$ cat src/rtl/i2c_tx_pkg.sv
package i2c_tx_pkg;

  typedef enum logic [2:0] {
    ST_IDLE,
    ST_START,
    ST_HOLD,
    ST_BIT,
    ST_STOP
  } txst_e;

  // SCL is low in quarters 0 and 1 of a bit, high in quarters 2 and 3
  function automatic logic drive_scl_low(input txst_e s, input logic [1:0] q);
    case (s)
      ST_HOLD:         return 1'b1;
      ST_BIT, ST_STOP: return ~q[1];
      default:         return 1'b0;
    endcase
  endfunction

  // data_slot: 1 for clocks 1..8, 0 for the acknowledge slot
  function automatic logic drive_sda_low(input txst_e s, input logic [1:0] q,
                                         input logic data_slot, input logic msb,
                                         input logic park_low);
    case (s)
      ST_START: return q[1];
      ST_HOLD:  return park_low;
      ST_BIT:   return data_slot & ~msb;
      ST_STOP:  return (q != 2'd3);
      default:  return 1'b0;
    endcase
  endfunction

  // the edge where SCL rises inside a bit is the end of quarter 1
  function automatic logic is_rise_quarter(input logic [1:0] q);
    return (q == 2'd1);
  endfunction

endpackage

$ cat src/rtl/i2c_tx_tick.sv
module i2c_tx_tick #(
  parameter int unsigned QDIV = 25
) (
  input  logic clk,
  input  logic rst_n,
  output logic tick
);
  localparam int unsigned CW = (QDIV > 2) ? $clog2(QDIV) : 1;
  localparam logic [CW-1:0] LAST = CW'(QDIV - 1);

  logic [CW-1:0] cnt;

  always_ff @(posedge clk or negedge rst_n) begin
    if (!rst_n) cnt <= '0;
    else if (cnt == LAST) cnt <= '0;
    else cnt <= cnt + CW'(1);
  end

  assign tick = (cnt == LAST);


  tick_spacing_chk: assert property (@(posedge clk) disable iff (!rst_n)
    tick |=> !tick)
    else $error("quarter tick fired on consecutive cycles");

endmodule

$ cat src/rtl/i2c_tx_regs.sv
module i2c_tx_regs #(
  parameter int unsigned BYTE_W = 8
) (
  input  logic              clk,
  input  logic              rst_n,
  input  logic              dr_wr,
  input  logic [BYTE_W-1:0] dr_wdata,
  input  logic              cr_wr,
  input  logic              cr_busy,
  input  logic              cr_ctl,
  input  logic              flag_clr,
  input  logic              idle,
  input  logic              start_take,
  input  logic              stop_take,
  input  logic              load,
  input  logic              flag_set,
  input  logic              ack_val,
  input  logic              addr_busy,
  output logic [BYTE_W-1:0] dr_q,
  output logic              dr_full,
  output logic              flag,
  output logic              ack_q,
  output logic              start_pend,
  output logic              stop_pend
);
  logic wr_ok, start_req, stop_req;

  assign wr_ok     = dr_wr & ~addr_busy;
  assign start_req = cr_wr &  cr_busy & ~cr_ctl;
  assign stop_req  = cr_wr & ~cr_busy & ~cr_ctl;

  always_ff @(posedge clk or negedge rst_n) begin
    if (!rst_n) begin
      dr_q    <= '0;
      dr_full <= 1'b0;
    end else if (wr_ok) begin
      dr_q    <= dr_wdata;
      dr_full <= 1'b1;
    end else if (load || stop_take) begin
      dr_full <= 1'b0;
    end
  end

  always_ff @(posedge clk or negedge rst_n) begin
    if (!rst_n) begin
      start_pend <= 1'b0;
      stop_pend  <= 1'b0;
    end else begin
      if (start_take) start_pend <= 1'b0;
      else if (start_req && idle) start_pend <= 1'b1;
      if (stop_take) stop_pend <= 1'b0;
      else if (stop_req && !idle) stop_pend <= 1'b1;
    end
  end

  always_ff @(posedge clk or negedge rst_n) begin
    if (!rst_n) begin
      flag  <= 1'b0;
      ack_q <= 1'b0;
    end else begin
      if (flag_set) flag <= 1'b1;
      else if (flag_clr) flag <= 1'b0;
      if (flag_set) ack_q <= ack_val;
    end
  end


  flag_set_wins_chk: assert property (@(posedge clk) disable iff (!rst_n)
    flag_set |=> flag)
    else $error("flag not set after completion event");


  flag_clear_chk: assert property (@(posedge clk) disable iff (!rst_n)
    (flag_clr && !flag_set) |=> !flag)
    else $error("flag survived a clear");


  addr_write_ignored_chk: assert property (@(posedge clk) disable iff (!rst_n)
    (dr_wr && addr_busy) |=> $stable(dr_q))
    else $error("data register changed during address byte");

endmodule

$ cat src/rtl/i2c_tx_seq.sv
module i2c_tx_seq
  import i2c_tx_pkg::*;
#(
  parameter int unsigned BYTE_W = 8
) (
  input  logic              clk,
  input  logic              rst_n,
  input  logic              tick,
  input  logic              start_pend,
  input  logic              stop_pend,
  input  logic              dr_full,
  input  logic              flag,
  input  logic [BYTE_W-1:0] dr,
  input  logic              sda_in,
  output logic              scl_low,
  output logic              sda_low,
  output logic              idle,
  output logic              start_take,
  output logic              stop_take,
  output logic              load,
  output logic              flag_set,
  output logic              ack_val,
  output logic              addr_busy
);
  localparam int unsigned IDX_W = $clog2(BYTE_W + 1);
  localparam logic [IDX_W-1:0] ACK_IDX = IDX_W'(BYTE_W);

  txst_e             st;
  logic [1:0]        q;
  logic [IDX_W-1:0]  idx;
  logic [BYTE_W-1:0] shreg;
  logic              park_low;
  logic              addr_phase;
  logic              ack_slot;

  assign ack_slot   = (idx == ACK_IDX);
  assign idle       = (st == ST_IDLE);
  assign start_take = tick && (st == ST_IDLE) && start_pend;
  assign stop_take  = tick && (st == ST_HOLD) && stop_pend;
  assign load       = tick && (st == ST_HOLD) && !stop_pend && dr_full && !flag;
  assign flag_set   = tick && (st == ST_BIT) && ack_slot && is_rise_quarter(q);
  assign ack_val    = sda_in;
  assign addr_busy  = addr_phase && (st == ST_BIT);

  assign scl_low = drive_scl_low(st, q);
  assign sda_low = drive_sda_low(st, q, ~ack_slot, shreg[BYTE_W-1], park_low);

  always_ff @(posedge clk or negedge rst_n) begin
    if (!rst_n) begin
      st         <= ST_IDLE;
      q          <= 2'd0;
      idx        <= '0;
      shreg      <= '0;
      park_low   <= 1'b0;
      addr_phase <= 1'b0;
    end else if (tick) begin
      case (st)
        ST_IDLE: begin
          if (start_pend) begin
            st <= ST_START;
            q  <= 2'd0;
          end
        end
        ST_START: begin
          q <= q + 2'd1;
          if (q == 2'd3) begin
            st         <= ST_HOLD;
            park_low   <= 1'b1;
            addr_phase <= 1'b1;
          end
        end
        ST_HOLD: begin
          if (stop_pend) begin
            st <= ST_STOP;
            q  <= 2'd0;
          end else if (dr_full && !flag) begin
            st    <= ST_BIT;
            q     <= 2'd0;
            idx   <= '0;
            shreg <= dr;
          end
        end
        ST_BIT: begin
          q <= q + 2'd1;
          if (q == 2'd3) begin
            if (ack_slot) begin
              st         <= ST_HOLD;
              park_low   <= 1'b0;
              addr_phase <= 1'b0;
            end else begin
              idx   <= idx + IDX_W'(1);
              shreg <= {shreg[BYTE_W-2:0], 1'b0};
            end
          end
        end
        ST_STOP: begin
          q <= q + 2'd1;
          if (q == 2'd3) st <= ST_IDLE;
        end
        default: st <= ST_IDLE;
      endcase
    end
  end


  sda_stable_high_chk: assert property (@(posedge clk) disable iff (!rst_n)
    (st == ST_BIT && $past(st) == ST_BIT && !scl_low && !$past(scl_low))
      |-> $stable(sda_low))
    else $error("SDA moved while SCL high inside a byte");


  ack_slot_release_chk: assert property (@(posedge clk) disable iff (!rst_n)
    (st == ST_BIT && ack_slot) |-> !sda_low)
    else $error("master drove SDA in the acknowledge slot");

endmodule

$ cat src/rtl/i2c_tx_master.sv
module i2c_tx_master #(
  parameter int unsigned QDIV   = 25,
  parameter int unsigned BYTE_W = 8
) (
  input  logic              clk,
  input  logic              rst_n,
  input  logic              dr_wr,
  input  logic [BYTE_W-1:0] dr_wdata,
  input  logic              cr_wr,
  input  logic              cr_busy,
  input  logic              cr_ctl,
  input  logic              flag_clr,
  input  logic              sda_in,
  output logic              scl_pull,
  output logic              sda_pull,
  output logic              irq_flag,
  output logic              ack_stat,
  output logic              bus_idle
);
  logic              tick;
  logic              start_take, stop_take, load, flag_set, ack_val, addr_busy;
  logic [BYTE_W-1:0] dr_q;
  logic              dr_full, start_pend, stop_pend;

  i2c_tx_tick #(.QDIV(QDIV)) u_tick (
    .clk  (clk),
    .rst_n(rst_n),
    .tick (tick)
  );

  i2c_tx_regs #(.BYTE_W(BYTE_W)) u_regs (
    .clk       (clk),
    .rst_n     (rst_n),
    .dr_wr     (dr_wr),
    .dr_wdata  (dr_wdata),
    .cr_wr     (cr_wr),
    .cr_busy   (cr_busy),
    .cr_ctl    (cr_ctl),
    .flag_clr  (flag_clr),
    .idle      (bus_idle),
    .start_take(start_take),
    .stop_take (stop_take),
    .load      (load),
    .flag_set  (flag_set),
    .ack_val   (ack_val),
    .addr_busy (addr_busy),
    .dr_q      (dr_q),
    .dr_full   (dr_full),
    .flag      (irq_flag),
    .ack_q     (ack_stat),
    .start_pend(start_pend),
    .stop_pend (stop_pend)
  );

  i2c_tx_seq #(.BYTE_W(BYTE_W)) u_seq (
    .clk       (clk),
    .rst_n     (rst_n),
    .tick      (tick),
    .start_pend(start_pend),
    .stop_pend (stop_pend),
    .dr_full   (dr_full),
    .flag      (irq_flag),
    .dr        (dr_q),
    .sda_in    (sda_in),
    .scl_low   (scl_pull),
    .sda_low   (sda_pull),
    .idle      (bus_idle),
    .start_take(start_take),
    .stop_take (stop_take),
    .load      (load),
    .flag_set  (flag_set),
    .ack_val   (ack_val),
    .addr_busy (addr_busy)
  );


  flag_on_rise_chk: assert property (@(posedge clk) disable iff (!rst_n)
    $rose(irq_flag) |-> $fell(scl_pull))
    else $error("flag rose without the ninth SCL rise");


  ack_capture_chk: assert property (@(posedge clk) disable iff (!rst_n)
    $rose(irq_flag) |-> (ack_stat == $past(sda_in)))
    else $error("ack status does not match sampled SDA");


  start_leaves_idle_chk: assert property (@(posedge clk) disable iff (!rst_n)
    start_take |=> !bus_idle)
    else $error("idle still set after start accepted");


  tx_needs_clear_chk: assert property (@(posedge clk) disable iff (!rst_n)
    load |-> (!irq_flag && dr_full))
    else $error("byte launched with flag set or no data");

endmodule

$ cat config.mk
export PLATFORM = sky130hd
export DESIGN_NAME = i2c_tx_master
export DESIGN_NICKNAME = d
export VERILOG_FILES = /design/src/rtl/i2c_tx_pkg.sv /design/src/rtl/i2c_tx_tick.sv /design/src/rtl/i2c_tx_regs.sv /design/src/rtl/i2c_tx_seq.sv /design/src/rtl/i2c_tx_master.sv
export SDC_FILE = /design/constraint.sdc
export NUM_CORES = 1
export LEC_CHECK = 0
export BUFFER_PORTS_ARGS = -buffer_cell sky130_fd_sc_hd__buf_2
export CAP_MARGIN = 20
export CORE_AREA = 2 2 103 75
export CTS_BUF_LIST = sky130_fd_sc_hd__clkbuf_4 sky130_fd_sc_hd__clkbuf_8
export DETAILED_ROUTE_END_ITERATION = 16
export DIE_AREA = 0 0 105 77
export SLEW_MARGIN = 20
export SYNTH_ARGS = -nofsm -noshare
export SYNTH_HDL_FRONTEND = slang
export SYNTH_SLANG_ARGS = --single-unit
$ cat constraint.sdc
create_clock -name clk -period 1.8 [get_ports clk]
set_input_delay 0.18 -clock clk [delete_from_list [all_inputs] [get_ports clk]]
set_output_delay 0.18 -clock clk [all_outputs]
set_load 0.005 [all_outputs]
==> flow_metrics.env, run 1 <==
export IMPL_period_minus_slack_ns=1.83
export IMPL_static_leakage_power_nw=1.19
export IMPL_areaGrowthSynthToFinish_pct=32.4
export IMPL_timing_final_setup_violations=2
export IMPL_power_ir_vdd_worst_v=0.000454
export IMPL_clockBufferDepth=2
export IMPL_vertical_die_dimension_um=77
export IMPL_synthesis_area_per_instance_um2=11.2
export IMPL_fill_cells=729
export IMPL_vias_per_cell=4.57
export IMPL_grt_antenna_before_repair=0
export IMPL_largest_net_degree_at_the_start_of_global_routing=37
export IMPL_first_pass_iters=4
export IMPL_power_mw=1.54
export IMPL_worst_path_largest_cell_delay_ns=0.40
export IMPL_floorplan_io_pins=21
export IMPL_grt_setup_unrepaired="true"
export IMPL_netlist_top_cells_area="sky130_fd_sc_hd__dfrtp_1 47%, sky130_fd_sc_hd__mux2_2 10%, sky130_fd_sc_hd__ha_1 3.9%"
export IMPL_tot_gr_track_use=0.108
export IMPL_synth_warning_count=0
export IMPL_final_hold_violation_count=0
export IMPL_grt_ovfl_total=0
export IMPL_first_iter_violations=75
export IMPL_hold_slack_ns=0.0680
export IMPL_design_die_area_um2=8090
export IMPL_floorplan_core_area_um2=7090
export IMPL_place_hpwl_um=2820
export IMPL_grt_first_pass_wirelength_um=6930
export IMPL_maximum_fanout_encountered_on_the_critical_timing_path=4
export IMPL_finClkSkew_ns=0.00657
export IMPL_synth_area_um2=1930
export IMPL_tightestPinTransition_ns=0.359
export IMPL_run_status="finished, violations left"
export IMPL_chipWidth_um=105
export IMPL_dominant_register_cell_in_the_synthesized_netlist="sky130_fd_sc_hd__dfrtp_1"
export IMPL_critical_path_startpoint="u_seq.st[0]"
export IMPL_yosysUniqueCellTypes=48
export IMPL_category_of_cells_accounting_for_the_largest_share_of_critical_path_delay="compound AO/OA/AOI/OAI gates"
export IMPL_worst_r2r_endpoint="u_seq.st[2]"
export IMPL_worstReg2RegStart="u_seq.st[0]"
export IMPL_worstHoldStart="flag_clr"
export IMPL_timing_critical_path_arrival_ns=2.00
export IMPL_clock_latency_ns=0.29
export IMPL_critical_path_startpoint_type="flip-flop"
export IMPL_criticalPathCategory="reg -> reg"
export IMPL_netlist_instances=173
export IMPL_reg2reg_slack_ns=-0.03
export IMPL_detail_route_drc_violations=0
export IMPL_maxSlewViolCount=0
export IMPL_start_util=0.272
export IMPL_crit_slowest_cell="sky130_fd_sc_hd__dfrtp_1"
export IMPL_min_to="u_regs.flag"
export IMPL_antenna_diode_count=0
export IMPL_holdCritPathClass="in -> reg"
export IMPL_setup_crit_end_kind="flip-flop"
export IMPL_synth_edf_count=0
export IMPL_async_reset_ff_frac=1.00
export IMPL_wl_um=4120
export IMPL_fin_nets=246
export IMPL_cts_buffers=5
export IMPL_ant_nets=0
export IMPL_path_clk_slew_ns=0.08
export IMPL_yosysSeqAreaShare=0.466
export IMPL_timing_critical_path_cells="buf_6 -> or3b_4 -> o311a_4 -> o211ai_4 -> mux2_4"
export IMPL_failed_checks="setup timing"
export IMPL_finalNonFillerCells=323
export IMPL_synth_net_count=195
export IMPL_worst_r2r_cell_count=5
export IMPL_cap_violations=0
export IMPL_finalWeightedCongestion=0.793
export IMPL_worst_ep_required_time_ns=1.97
export IMPL_post_route_cells_drive_above_1_share=0.444
export IMPL_numClockSinks=36
export IMPL_pwr_density_cell_nw_per_um2=604
export IMPL_site_row_count=26
export IMPL_yosys_area_top_type_share=0.466
export IMPL_worstPathBufferInverterCount=1
export IMPL_placement_io_buffers=20
export IMPL_dp_cells=305
export IMPL_synth_ff_latch_count=36
export IMPL_post_route_period_util=1.02
export IMPL_layout_setup_ws_ns=-0.0287
export IMPL_number_of_global_route_vias_before_repair=1441
export IMPL_slew_limit_headroom=0.759
export IMPL_cts_tree="done"
export IMPL_holdPathStages=2
export IMPL_route_vias_total=1476
export IMPL_cts_htree_levels=2
export IMPL_mean_routed_wirelength_per_cell_um=12.8
export IMPL_synth_largest_area_cell="sky130_fd_sc_hd__dfrtp_1"
export IMPL_final_util=0.361
export IMPL_max_freq_ghz=0.547
export IMPL_root_buffer="sky130_fd_sc_hd__clkbuf_8"
cell usage after synthesis (2+ instances only):
master and n:
sky130_fd_sc_hd__a21o_1 2, sky130_fd_sc_hd__mux2_1 2, sky130_fd_sc_hd__mux2i_1 2, sky130_fd_sc_hd__dfrtp_1 36, sky130_fd_sc_hd__o31ai_1 2, sky130_fd_sc_hd__nor2_1 14, sky130_fd_sc_hd__nand2b_1 3, sky130_fd_sc_hd__nand3_1 11
sky130_fd_sc_hd__nor3_1 2, sky130_fd_sc_hd__nand2_1 5, sky130_fd_sc_hd__inv_1 11, sky130_fd_sc_hd__ha_1 6, sky130_fd_sc_hd__mux2_4 5, sky130_fd_sc_hd__mux2_2 18, sky130_fd_sc_hd__clkbuf_1 5, sky130_fd_sc_hd__buf_6 2
sky130_fd_sc_hd__nand3b_1 2, sky130_fd_sc_hd__nor2b_1 3, sky130_fd_sc_hd__o211ai_1 2, sky130_fd_sc_hd__o21ai_0 12
layout by cell type (no fill, tap or decap), drive strengths merged, types with 2 or more instances in the layout:
master,instances
o21ai,13
ha,6
or2,2
dfrtp,36
o31ai,2
nand3,11
nand3b,3
nor2,14
clkbuf,5
nor2b,3
clkinv,3
mux2i,2
o211ai,3
nand2b,3
inv,11
nand2,6
o41ai,2
mux2,25
nor3,2
a21o,2
buf,50
registers in the layout, indices dropped and copies added, names as in the netlist:
signal / flops
u_regs.start_pend: 1
u_regs.stop_pend: 1
u_regs.dr_full: 1
u_seq.idx: 4
u_regs.ack_q: 1
u_seq.shreg: 8
u_seq.q: 2
u_seq.st: 3
u_tick.cnt: 5
u_regs.dr_q: 8
u_seq.park_low: 1
u_regs.flag: 1
per-layer routing:
layer / wire [µm] / part of all wire / GRT usage
met3: 124 / 0.030 / 0.0366
met1: 2120 / 0.51 / 0.158
met4: 32 / 0.0078 / 0.0240
met2: 1840 / 0.45 / 0.153
met5: 0 / 0 / 0
worst register-to-register path: stages, from the launching register on:
cell and delay, ns:
sky130_fd_sc_hd__dfrtp_1 0.40, sky130_fd_sc_hd__buf_6 0.13, sky130_fd_sc_hd__or3b_4 0.37, sky130_fd_sc_hd__o311a_4 0.39, sky130_fd_sc_hd__o211ai_4 0.11, sky130_fd_sc_hd__mux2_4 0.32
cell families (layout without fill, tap and decap cells):
kind of cell    after synthesis  after routing  synth area share
fa+ha+maj                     6              6            0.0389
compound gates               33             33             0.130
mux                          27             27             0.166
buf+inv                      19             70            0.0466
xor+xnor                      2              2           0.00907
flops                        36             36             0.466
simple gates                 50             51             0.144
power breakdown:
group | internal (mW) | switching, mW
combinational | 0.0716 | 0.0555
clock | 0.270 | 0.302
sequential | 0.833 | 0.0135
total | 1.17 | 0.371
per-stage QoR:
stage	area, µm²	TNS [ns]	setup slack [ns]
after floorplan	1940	0	0.0165
after global placement	2300	0	0.0595
after detailed placement	2300	0	0.0311
after CTS	2490	-0.00823	-0.00429
after global routing	2560	-0.451	-0.0718
final	2560	-0.0536	-0.0287
cell type report:
type,instances,area [µm²],area share
Inverter,11,41.3,0.0161
Multi-Input combinational cell,119,1020,0.401
Sequential cell,36,902,0.353
Clock buffer,5,68.8,0.0269
Tap cell,98,123,0.0479
Timing Repair Buffer,51,379,0.148
Clock inverter,3,18.8,0.00734
worst max path at each step:
stage,endpoint,slack (ns),depth (start not counted)
5_1_grt,u_seq.shreg[1],-0.07,7
4_1_cts,sda_pull,-0.004,8
3_3_place_gp,u_seq.st[0],0.06,4
2_1_floorplan,u_seq.shreg[3],0.02,8
3_5_place_dp,u_seq.shreg[4],0.03,6
6_report,u_seq.st[2],-0.03,5
what timing repair did:
item | CTS | global route
endpoints found under the hold margin | 36 | 0
buffers inserted | 5 | 3
hold buffers | 1 | 0
setup endpoints to repair | 1 | 17
pin swaps | 0 | 9
resized for setup | 12 | 9
gates cloned | 0 | 1
(Power assumes the default switching activity.)
==> run 2, diff against run 1 <==
Settings changed: HOLD_SLACK_MARGIN from default to 0.1.
==> flow_metrics.env, run 2 (same netlist as run 1, synthesis figures left out) <==
export IMPL_run_status="finished, violations left"
export IMPL_failed_checks="setup timing"
export IMPL_finalWeightedCongestion=0.793
export IMPL_first_pass_iters=4
export IMPL_slew_limit_headroom=0.760
export IMPL_power_ir_vdd_worst_v=0.000454
export IMPL_antenna_diode_count=0
export IMPL_cts_htree_levels=2
export IMPL_fin_nets=249
export IMPL_vertical_die_dimension_um=77
export IMPL_route_vias_total=1484
export IMPL_post_place_ws_ns=0.0311
export IMPL_grt_ovfl_total=0
export IMPL_vias_per_cell=4.55
export IMPL_finalNonFillerCells=326
export IMPL_clock_latency_ns=0.29
export IMPL_maxSlewViolCount=0
export IMPL_final_hold_violation_count=0
export IMPL_worst_ep_required_time_ns=1.97
export IMPL_mean_routed_wirelength_per_cell_um=12.7
export IMPL_finClkSkew_ns=0.00705
export IMPL_post_route_cells_drive_above_1_share=0.439
export IMPL_worst_r2r_cell_count=5
export IMPL_layout_setup_ws_ns=-0.0294
export IMPL_cap_violations=0
export IMPL_timing_critical_path_arrival_ns=2.00
export IMPL_numClockSinks=36
export IMPL_maximum_fanout_encountered_on_the_critical_timing_path=4
export IMPL_path_clk_slew_ns=0.08
export IMPL_floorplan_io_pins=21
export IMPL_clockBufferDepth=2
export IMPL_layout_cell_area_non_filler_um2=2590
export IMPL_static_leakage_power_nw=1.21
export IMPL_areaGrowthSynthToFinish_pct=33.9
export IMPL_dp_cells=305
export IMPL_post_route_period_util=1.02
export IMPL_first_iter_violations=72
export IMPL_place_area_um2=2300
export IMPL_tot_gr_track_use=0.109
export IMPL_chipWidth_um=105
export IMPL_criticalPathCategory="reg -> reg"
export IMPL_setup_crit_end_kind="flip-flop"
export IMPL_cts_buffers=5
export IMPL_pwr_density_cell_nw_per_um2=598
export IMPL_timing_final_setup_violations=2
export IMPL_critical_path_startpoint_type="flip-flop"
export IMPL_wl_um=4130
export IMPL_start_util=0.272
export IMPL_biggestRegsByFlops="u_regs.dr_q: 8 flops, u_seq.shreg: 8 flops, u_tick.cnt: 5 flops"
export IMPL_placement_io_buffers=20
export IMPL_grt_antenna_before_repair=0
export IMPL_layout_cells_most_common_list="35 x sky130_fd_sc_hd__dfrtp_1, 23 x sky130_fd_sc_hd__buf_4, 20 x sky130_fd_sc_hd__buf_2, 18 x sky130_fd_sc_hd__mux2_2, 14 x sky130_fd_sc_hd__nor2_1"
export IMPL_grt_setup_unrepaired="true"
export IMPL_holdPathStages=2
export IMPL_holdCritPathClass="in -> reg"
export IMPL_number_of_global_route_vias_before_repair=1446
export IMPL_grt_first_pass_wirelength_um=6960
export IMPL_floorplan_core_area_um2=7090
export IMPL_root_buffer="sky130_fd_sc_hd__clkbuf_8"
export IMPL_reg2reg_slack_ns=-0.03
export IMPL_largest_net_degree_at_the_start_of_global_routing=37
export IMPL_max_freq_ghz=0.547
export IMPL_site_row_count=26
export IMPL_ant_nets=0
export IMPL_period_minus_slack_ns=1.83
export IMPL_place_hpwl_um=2820
export IMPL_mostFrequentLayoutCell="sky130_fd_sc_hd__dfrtp_1"
export IMPL_detail_route_drc_violations=0
export IMPL_cts_tree="done"
export IMPL_hold_slack_ns=0.115
export IMPL_tns_ns=-0.0547
export IMPL_tightestPinTransition_ns=0.357
export IMPL_design_die_area_um2=8090
run 2: cell types whose count changed in the layout (fill, tap and decap cells not counted), sizes merged:
cell / change
dlygate4sd3: +3
run 2: final cells by class:
cell class	count	area (µm²)
Fill cell	728	4500
Multi-Input combinational cell	119	1020
Sequential cell	36	902
Timing Repair Buffer	54	409
Tap cell	98	123
Clock buffer	5	68.8
Inverter	11	41.3
Clock inverter	3	18.8
run 2: stage by stage:
step	utilization	total power, mW
finish	0.365	1.55
global route	0.365	1.65
global placement	0.325	0.978
CTS	0.352	1.57
floorplan	-	0.920
detailed placement	0.325	0.979
run 2: power by group:
| group | switching [mW] | leakage (nW) | internal, mW |
|---|---|---|---|
| sequential | 0.0131 | 0.456 | 0.833 |
| combinational | 0.0562 | 0.703 | 0.0758 |
| clock | 0.301 | 0.0479 | 0.270 |
run 2: critical path, stage by stage, from the launching register on:
cell,delay (ns)
sky130_fd_sc_hd__dfrtp_1,0.40
sky130_fd_sc_hd__buf_6,0.13
sky130_fd_sc_hd__or3b_4,0.37
sky130_fd_sc_hd__o311a_4,0.39
sky130_fd_sc_hd__o211ai_4,0.10
sky130_fd_sc_hd__mux2_4,0.32
run 2: what timing repair did:
action                                 4_1_cts  5_1_grt
hold buffers                                 2        2
gates resized for setup                     12        9
buffers inserted                             5        3
setup endpoints to repair                    1       17
endpoints found under the hold margin       37        2
gates cloned                                 0        1
pin swaps                                    0        9
run 2: worst paths after layout:
path,from,endpoint
max in group asynchronous,rst_n,u_seq.st[2]
setup / recovery,u_seq.st[0],u_seq.st[2]
setup reg to reg,u_seq.st[0],u_seq.st[2]
hold / removal,dr_wdata[3],u_regs.dr_q[3]
hold reg to reg,u_regs.start_pend,u_regs.start_pend
min in group asynchronous,rst_n,u_seq.q[1]
run 2: layer usage:
metal	part of all wire	vias up	global-route usage
li1	-	735	-
met3	0.031	3	0.0366
met5	0	-	0
met2	0.44	23	0.154
met4	0.0078	0	0.0240
met1	0.52	723	0.158
